## src/rtl/tmr_irq_pkg.sv

```systemverilog
// Package: shared constants and types for the timer interrupt status block.
// Assumes five interrupt sources in a fixed bit order that software decodes.
package tmr_irq_pkg;
    localparam int SRC_N    = 5;
    localparam int IDX_OVF  = 0;
    localparam int IDX_CMP0 = 1;
    localparam int IDX_CMP1 = 2;
    localparam int IDX_CAPA = 3;
    localparam int IDX_CAPB = 4;
    localparam int CMP_N    = 2;
    localparam int STAT_W   = 32;

    typedef logic [SRC_N-1:0] src_vec_t;
endpackage

```

## src/rtl/tmr_match_lock.sv

```systemverilog
// Module: detects the clear-lock condition of one compare channel.
// It assumes the counter and compare value are stable register outputs,
// so the equality result is safe to use within one cycle.
module tmr_match_lock #(
    parameter int CNT_W = 16
) (
    input  logic [CNT_W-1:0] cnt_i,
    input  logic [CNT_W-1:0] cmp_i,
    input  logic             run_i,
    output logic             lock_o
);
    // Lock is active only while the timer is stopped on an exact match.
    always_comb begin
        lock_o = (!run_i) && (cnt_i == cmp_i);
    end
endmodule

```

## src/rtl/tmr_flag_cell.sv

```systemverilog
// Module: one sticky interrupt flag. A set request takes priority over a clear.
// It assumes the set and clear requests are already qualified by the caller.
module tmr_flag_cell (
    input  logic clk,
    input  logic rst_n,
    input  logic set_i,
    input  logic clr_i,
    output logic flag_o
);
    // Flag storage: reset to 0, set wins over clear, otherwise hold.
    always_ff @(posedge clk) begin
        if (!rst_n)
            flag_o <= 1'b0;
        else if (set_i)
            flag_o <= 1'b1;
        else if (clr_i)
            flag_o <= 1'b0;
    end
endmodule

```

## src/rtl/tmr_irq_combine.sv

```systemverilog
// Module: combines the flags with the enables into one registered request.
// It assumes the flags and enables are synchronous to clk.
module tmr_irq_combine #(
    parameter int N = 5
) (
    input  logic         clk,
    input  logic         rst_n,
    input  logic [N-1:0] flags_i,
    input  logic [N-1:0] en_i,
    output logic         irq_o
);
    logic req_d;

    // Request term: any flag that is set and enabled.
    always_comb begin
        req_d = |(flags_i & en_i);
    end

    // Request register: one cycle behind the flags.
    always_ff @(posedge clk) begin
        if (!rst_n)
            irq_o <= 1'b0;
        else
            irq_o <= req_d;
    end
endmodule

```

## src/rtl/tmr_irq_status.sv

```systemverilog
// Module: interrupt status flags of a general-purpose timer, with a
// write-one-to-clear port and a clear-lock while the timer is stopped on a
// compare match. It assumes event strobes are one cycle wide and that the bus
// decoder raises wr_valid only for writes aimed at this status word.
module tmr_irq_status
    import tmr_irq_pkg::*;
#(
    parameter int CNT_W = 16
) (
    input  logic             clk,
    input  logic             rst_n,
    input  logic             evt_ovf,
    input  logic             evt_cmp0,
    input  logic             evt_cmp1,
    input  logic             evt_capa,
    input  logic             evt_capb,
    input  logic [CNT_W-1:0] cnt_val,
    input  logic [CNT_W-1:0] cmp0_val,
    input  logic [CNT_W-1:0] cmp1_val,
    input  logic             run,
    input  logic [4:0]       irq_en,
    input  logic             wr_valid,
    input  logic [4:0]       wr_data,
    output logic [31:0]      stat_word,
    output logic             irq
);
    localparam int PAD_W = STAT_W - SRC_N;

    src_vec_t         evt_vec;
    src_vec_t         set_vec;
    src_vec_t         clr_vec;
    src_vec_t         flag_vec;
    logic [CMP_N-1:0] lock_vec;
    logic [CNT_W-1:0] cmp_arr [CMP_N];

    // Event gather: place each strobe at its software-visible bit position.
    always_comb begin
        evt_vec           = '0;
        evt_vec[IDX_OVF]  = evt_ovf;
        evt_vec[IDX_CMP0] = evt_cmp0;
        evt_vec[IDX_CMP1] = evt_cmp1;
        evt_vec[IDX_CAPA] = evt_capa;
        evt_vec[IDX_CAPB] = evt_capb;
    end

    // Compare value gather: index the compare channels for the lock loop.
    always_comb begin
        cmp_arr[0] = cmp0_val;
        cmp_arr[1] = cmp1_val;
    end

    // One lock detector per compare channel.
    for (genvar k = 0; k < CMP_N; k++) begin : g_lock
        tmr_match_lock #(.CNT_W(CNT_W)) u_lock (
            .cnt_i  (cnt_val),
            .cmp_i  (cmp_arr[k]),
            .run_i  (run),
            .lock_o (lock_vec[k])
        );
    end

    // Set sources: strobes, plus the lock re-asserting its compare flag.
    always_comb begin
        set_vec = evt_vec;
        for (int k = 0; k < CMP_N; k++) begin
            set_vec[IDX_CMP0 + k] = evt_vec[IDX_CMP0 + k] | lock_vec[k];
        end
    end

    // Clear requests: the write mask, only on a valid write.
    always_comb begin
        clr_vec = wr_valid ? src_vec_t'(wr_data) : '0;
    end

    // One sticky flag per interrupt source.
    for (genvar i = 0; i < SRC_N; i++) begin : g_flag
        tmr_flag_cell u_cell (
            .clk    (clk),
            .rst_n  (rst_n),
            .set_i  (set_vec[i]),
            .clr_i  (clr_vec[i]),
            .flag_o (flag_vec[i])
        );
    end

    // Readback: flags in the low bits, reserved bits tied to zero.
    always_comb begin
        stat_word = {{PAD_W{1'b0}}, flag_vec};
    end

    tmr_irq_combine #(.N(SRC_N)) u_irq (
        .clk     (clk),
        .rst_n   (rst_n),
        .flags_i (flag_vec),
        .en_i    (src_vec_t'(irq_en)),
        .irq_o   (irq)
    );
endmodule

```

## config.mk

```make
export PLATFORM = sky130hd
export DESIGN_NAME = tmr_irq_status
export DESIGN_NICKNAME = d
export VERILOG_FILES = /design/src/rtl/tmr_irq_pkg.sv /design/src/rtl/tmr_match_lock.sv /design/src/rtl/tmr_flag_cell.sv /design/src/rtl/tmr_irq_combine.sv /design/src/rtl/tmr_irq_status.sv
export SDC_FILE = /design/constraint.sdc
export NUM_CORES = 1
export LEC_CHECK = 0
export CAP_MARGIN = 20
export CORE_ASPECT_RATIO = 0.7
export CORE_UTILIZATION = 28
export CTS_CLUSTER_SIZE = 14
export DETAILED_ROUTE_END_ITERATION = 12
export GPL_ROUTABILITY_DRIVEN = 0
export GPL_TIMING_DRIVEN = 0
export PLACE_DENSITY = 0.91
export REMOVE_ABC_BUFFERS = 1
export SLEW_MARGIN = 5
export SYNTH_ARGS = -nofsm -noshare
export SYNTH_HDL_FRONTEND = slang
export SYNTH_SLANG_ARGS = --single-unit
```

## constraint.sdc

```tcl
create_clock -name clk -period 1.7 [get_ports clk]
set_clock_uncertainty 0.15 [all_clocks]
set_input_delay 0.425 -clock clk [delete_from_list [all_inputs] [get_ports clk]]
set_output_delay 0.425 -clock clk [all_outputs]
set_load 0.02 [all_outputs]
```

# --- After elaboration in Yosys (flattened, before gate mapping) ---
# Cells that the tools add are included.
totals:
  regBits: 6
  out_inout_bits: 33
  wordCells: 31
op_classes:
  n_eq_ne: 2
  muxes: 11
  bitwise_logic: 3
  n_reduce_logical: 9
ops:
  columns: ["cell", "n"]
  rows:
  - ["== test 16 bit", 2]
  - ["2-to-1 mux 1 bit", 10]
  - ["nonzero test 2 bit", 5]
  - ["bitwise AND 5 bit", 1]
  - ["2-to-1 mux 5 bit", 1]
  - ["OR reduction 5 bit", 1]
  - ["logical AND 1 bit", 2]
  - ["bitwise OR 1 bit", 2]
  - ["zero test 1 bit", 1]

# --- Depth between registers and ports, before layout ---
logic_depth:
  word_depth: 4
  depth_mapped: 4
  ltp_nobuf: 4

# --- Hierarchy ---
# A second synthesis with hierarchy kept.
unflattened:
  hier_cells: 98
  area_unflattened_um2: 862.1
by_module_without_submodules:
  columns: ["mod", "instances", "cells_per_inst", "area_each_um2", "seq_area_each_um2"]
  rows:
  - ["tmr_match_lock", 2, 22, 180.2, 0.0]
  - ["tmr_irq_status", 1, 35, 250.2, 0.0]
  - ["tmr_flag_cell", 5, 3, 41.3, 20.0]
  - ["tmr_irq_combine", 1, 4, 45.0, 20.0]

# --- Least setup slack after synthesis ---
# OpenSTA, ideal clock, no wires.
synth_timing:
  path_kind: "input to register"
  from: "input port cmp0_val[14]"
  to: "register g_flag[1].u_cell.flag_o"
  setup_ns: 0.069
  arrival_ns: 1.029
  path_slack_ns: 0.453
  path_stages: 4
  n_path_buf: 0
  cell_sequence: "xor2_1 > nor4_1 > nand4_1 > o21ai_1"
synth_between:
  elab_chain_len: 4
  elab_cells_between_ends: 5
  classes_between: "eq/ne: 1; mux: 1; bitwise: 1; reduce/logical: 2"
synth_lines:
  columns: ["element", "line_no", "text"]
  rows:
  - ["start, declared", "tmr_irq_status.sv:18", "input logic [CNT_W-1:0] cmp0_val,"]
  - ["== test 16 bit (*)", "tmr_match_lock.sv:14", "lock_o = (!run_i) && (cnt_i == cmp_i);"]
  - ["logical AND 1 bit (*)", "tmr_match_lock.sv:14", null]
  - ["bitwise OR 1 bit (*)", "tmr_irq_status.sv:66", "set_vec[IDX_CMP0 + k] = evt_vec[IDX_CMP0 + k] | lock_vec[k];"]
  - ["2-to-1 mux 1 bit or nonzero test 2 bit (tied branches)", null, null]
  - ["end signal, assigned", "tmr_flag_cell.sv:13", "flag_o <= 1'b0;"]
  - ["end signal, assigned", "tmr_flag_cell.sv:15", "flag_o <= 1'b1;"]
  - ["end signal, assigned", "tmr_flag_cell.sv:17", "flag_o <= 1'b0;"]
  - ["end, declared", "tmr_flag_cell.sv:8", "output logic flag_o"]
# Every way passes the cells marked *; elsewhere a longest branch is shown, timed or not.
# A chain may end at the register's enable or synchronous reset.

# --- Worst setup path in the final report ---
layout_timing:
  from: "input port cmp0_val[13]"
  to: "register g_flag[1].u_cell.flag_o"
# The elaborated chain is that of the path after synthesis.

==> metrics.md <==
| Metric | Value |
|---|---|
| TritonCTS buffer count | 3 |
| Final net count | 240 |
| Critical Path Fanout Max | 1 |
| Leakage | 0.000689 uW |
| CP peak stage delay | 410 ps |
| Area of the multi-input gates | 579 um^2 |
| Filler Cell Count | 273 |
| Total Routing Usage GR | 0.133 |
| Diodes inserted | 0 |
| Cell Pwr Density | 470 nW/um^2 |
| Switching Power | 218 uW |
| Most frequent cell after synthesis | buf_4 |
| TritonCTS clock tree | done |
| Worst endpoint required time | 1710 ps |
| H-tree depth | 1 |
| Crit path time final | 1600 ps |
| Bufs on Longest Clock Path | 2 |
| Status | complete, no violations |
| Synth top area share | 0.319 |
| Post-synthesis sequential area ratio | 0.146 |
| Final Hold Vio Count | 0 |
| Utilization after layout | 0.541 |
| Mapped Cells | 102 |
| # hold bufs at CTS | 0 |
| DR DRC count | 0 |
| I/O pin total | 100 |
| DRT Pass-1 Iters | 4 |
| Die Ht | 47.4 um |
| Synth warn | 0 |
| Top post-synthesis cells by count | buf_4 (32), xor2_1 (30), dfxtp_1 (6), nor4_1 (6), nand2_1 (5) |
| HP Start | g_flag[3].u_cell.flag_o$_SDFFE_PN0P_ |
| Max-Cap Viols | 0 |
| Peak VDD IR | 0.229 mV |
| Synth-to-layout area growth | 84.0% |
| Clk pin slew, worst setup/hold paths | 30 ps |
| Post-Synthesis Cell Area | 823 um^2 |
| Max Transition Viols Final | 0 |
| Crit path launch | cmp0_val[13] |
| Dpl hpwl | 1.93 mm |
| Post-synth cell types | 16 |
| Port Buffers | 72 |
| Detailed Route WL | 2.13 mm |
| Pint | 494 uW |
| Number of synthesized flops with an enable pin | 0 |
| Comb power frac | 0.478 |
| Antenna Nets Post-Route | 0 |
| Synth Register Bits | 6 |
| Syn Area/Cell | 8.07 um^2 |
| Initial DRC count | 10 |
| Wire per inst | 10.3 um |
| Total Power | 712 uW |
| First-pass GRT wire length | 3.09 mm |
| Highest-delay cell along the critical path | clkdlybuf4s50_1 |
| Async S/R FF share, synth | 0 |
| Register area | 120 um^2 |
| Vias in the first global route | 781 |
| Max Fclk | 627 MHz |
| Bufs and invs on worst path | 1 |
| Die ar. | 3160 um^2 |
| Critical Path Sink Type | register |
| Critical path class | input pin to register |
| RR Startpoint | g_flag[3].u_cell.flag_o$_SDFFE_PN0P_ |
| Top delay family on crit path | simple AND/OR/NAND/NOR gates |
| Hold WC Path Type | register to register |
| Clock sinks | 6 |
| Antenna violations before repair | 0 |
| Crit path cell chain | clkdlybuf4s50_1 -> xor2_1 -> nor4_2 -> nand4_1 -> o21ai_1 |
| Largest net degree at the start of global routing | 8 |
| Sw Ratio | 0.306 |
| CTS Root Cell | clkbuf_8 |
| Grt total ovfl | 0 |
| Leading area contributor after synthesis | xor2_1 |
| Die Width | 66.8 um |
| WP data arrival | 1600 ps |
| Vias per inst | 3.94 |
| Number of setup violations in the final report | 0 |
| Seq pwr share | 0.223 |
| Initial Utilization | 0.294 |
| Share of cells above drive strength 1 | 0.0351 |
| Synth top area cells | xor2_1 (32%), buf_4 (29%), dfxtp_1 (15%), nor4_1 (4.6%), nor2b_1 (3.0%) |
| Most used DFF post-synth | dfxtp_1 |
| RSZ-0062 raised after global routing | false |
| Tcrit/Tclk final | 0.938 |
| Via count | 816 |
| Worst skew pair latency | 220 ps |
| Clock share of power | 0.299 |
| CORE AREA | 2800 um^2 |
| Startpoint Class | input pin |
| Placement Rows | 16 |
## worst paths after layout
| check | endpoint | slack [ps] | cells past startpoint |
|---|---|---|---|
| setup / recovery | g_flag[1].u_cell.flag_o$_SDFFE_PN0P_ | 100 | 5 |
| hold / removal | g_flag[3].u_cell.flag_o$_SDFFE_PN0P_ | 390 | 2 |
| setup reg to reg | u_irq.irq_o$_SDFF_PN0_ | 660 | 2 |
| hold reg to reg | g_flag[3].u_cell.flag_o$_SDFFE_PN0P_ | 390 | 2 |
## metal layers
metal  track usage  vias up  routed length (um)
met3        0.0413        0                 140
met4        0.0255        0                   0
li1              -      420                   -
met5             0        -                   0
met1         0.161      357                 856
met2         0.238       39                1130
## power by group through the flow
stage / Sequential [uW] / Combinational (uW) / Clock, uW
floorplan: 174 / 124 / 0
global placement: 161 / 338 / 0
detailed placement: 161 / 341 / 0
CTS: 159 / 341 / 221
global route: 161 / 369 / 231
finish: 159 / 340 / 213
## state kept, by name, summed over array words and instances (netlist names)
signal and flops:
g_flag.u_cell.flag_o 5, u_irq.irq_o 1
## cell usage in the layout, fill, tap and decap left out
master / instances
xor2_1: 30
nor2b_1: 4
nor3_1: 2
o21ai_1: 2
dlygate4sd2_1: 5
nor4_1: 3
nor4_2: 3
dlymetal6s2s_1: 6
a22oi_1: 1
conb_1: 27
clkdlybuf4s50_1: 61
o21ai_0: 2
clkbuf_8: 3
nand2_1: 5
a21oi_1: 3
a222oi_1: 1
nand4_1: 2
dfxtp_1: 6
a21boi_0: 3
xnor2_1: 2
## per-stage QoR
stage | setup WS [ps] | area (um^2) | hold slack [ps] | instances | setup TNS (ps)
2_1_floorplan | 453 | 681 | 403 | 96 | 0
3_3_place_gp | -249 | 1450 | 379 | 204 | -461
3_5_place_dp | -253 | 1450 | 382 | 204 | -446
4_1_cts | 2.00 | 1490 | 385 | 207 | 0
5_1_grt | 7.60 | 1520 | 429 | 207 | 0
6_report | 105 | 1520 | 386 | 207 | 0
## logic make-up after synthesis
kind of cell           synth area share
other                           0.00455
AO/OA/AOI/OAI                    0.0912
buffers and inverters             0.292
flip-flops                        0.146
AND/OR/NAND/NOR                   0.126
XOR/XNOR                          0.340
## what timing repair did
item,CTS,global route
resized for setup,7,7
pin swaps,0,5
setup endpoints to repair,6,3
setup buffers,0,0
## tightest hold or removal path: stages (launching register included)
cell     delay, ps
dfxtp_1        310
a21oi_1        120
nor2b_1         50
## final cells by class
type | instances | share of cell area
Timing Repair Buffer | 72 | 0.481
Multi-Input combinational cell | 90 | 0.382
Sequential cell | 6 | 0.0793
Tap cell | 36 | 0.0297
Clock buffer | 3 | 0.0273
No activity file was read; power rests on OpenSTA's default activity.
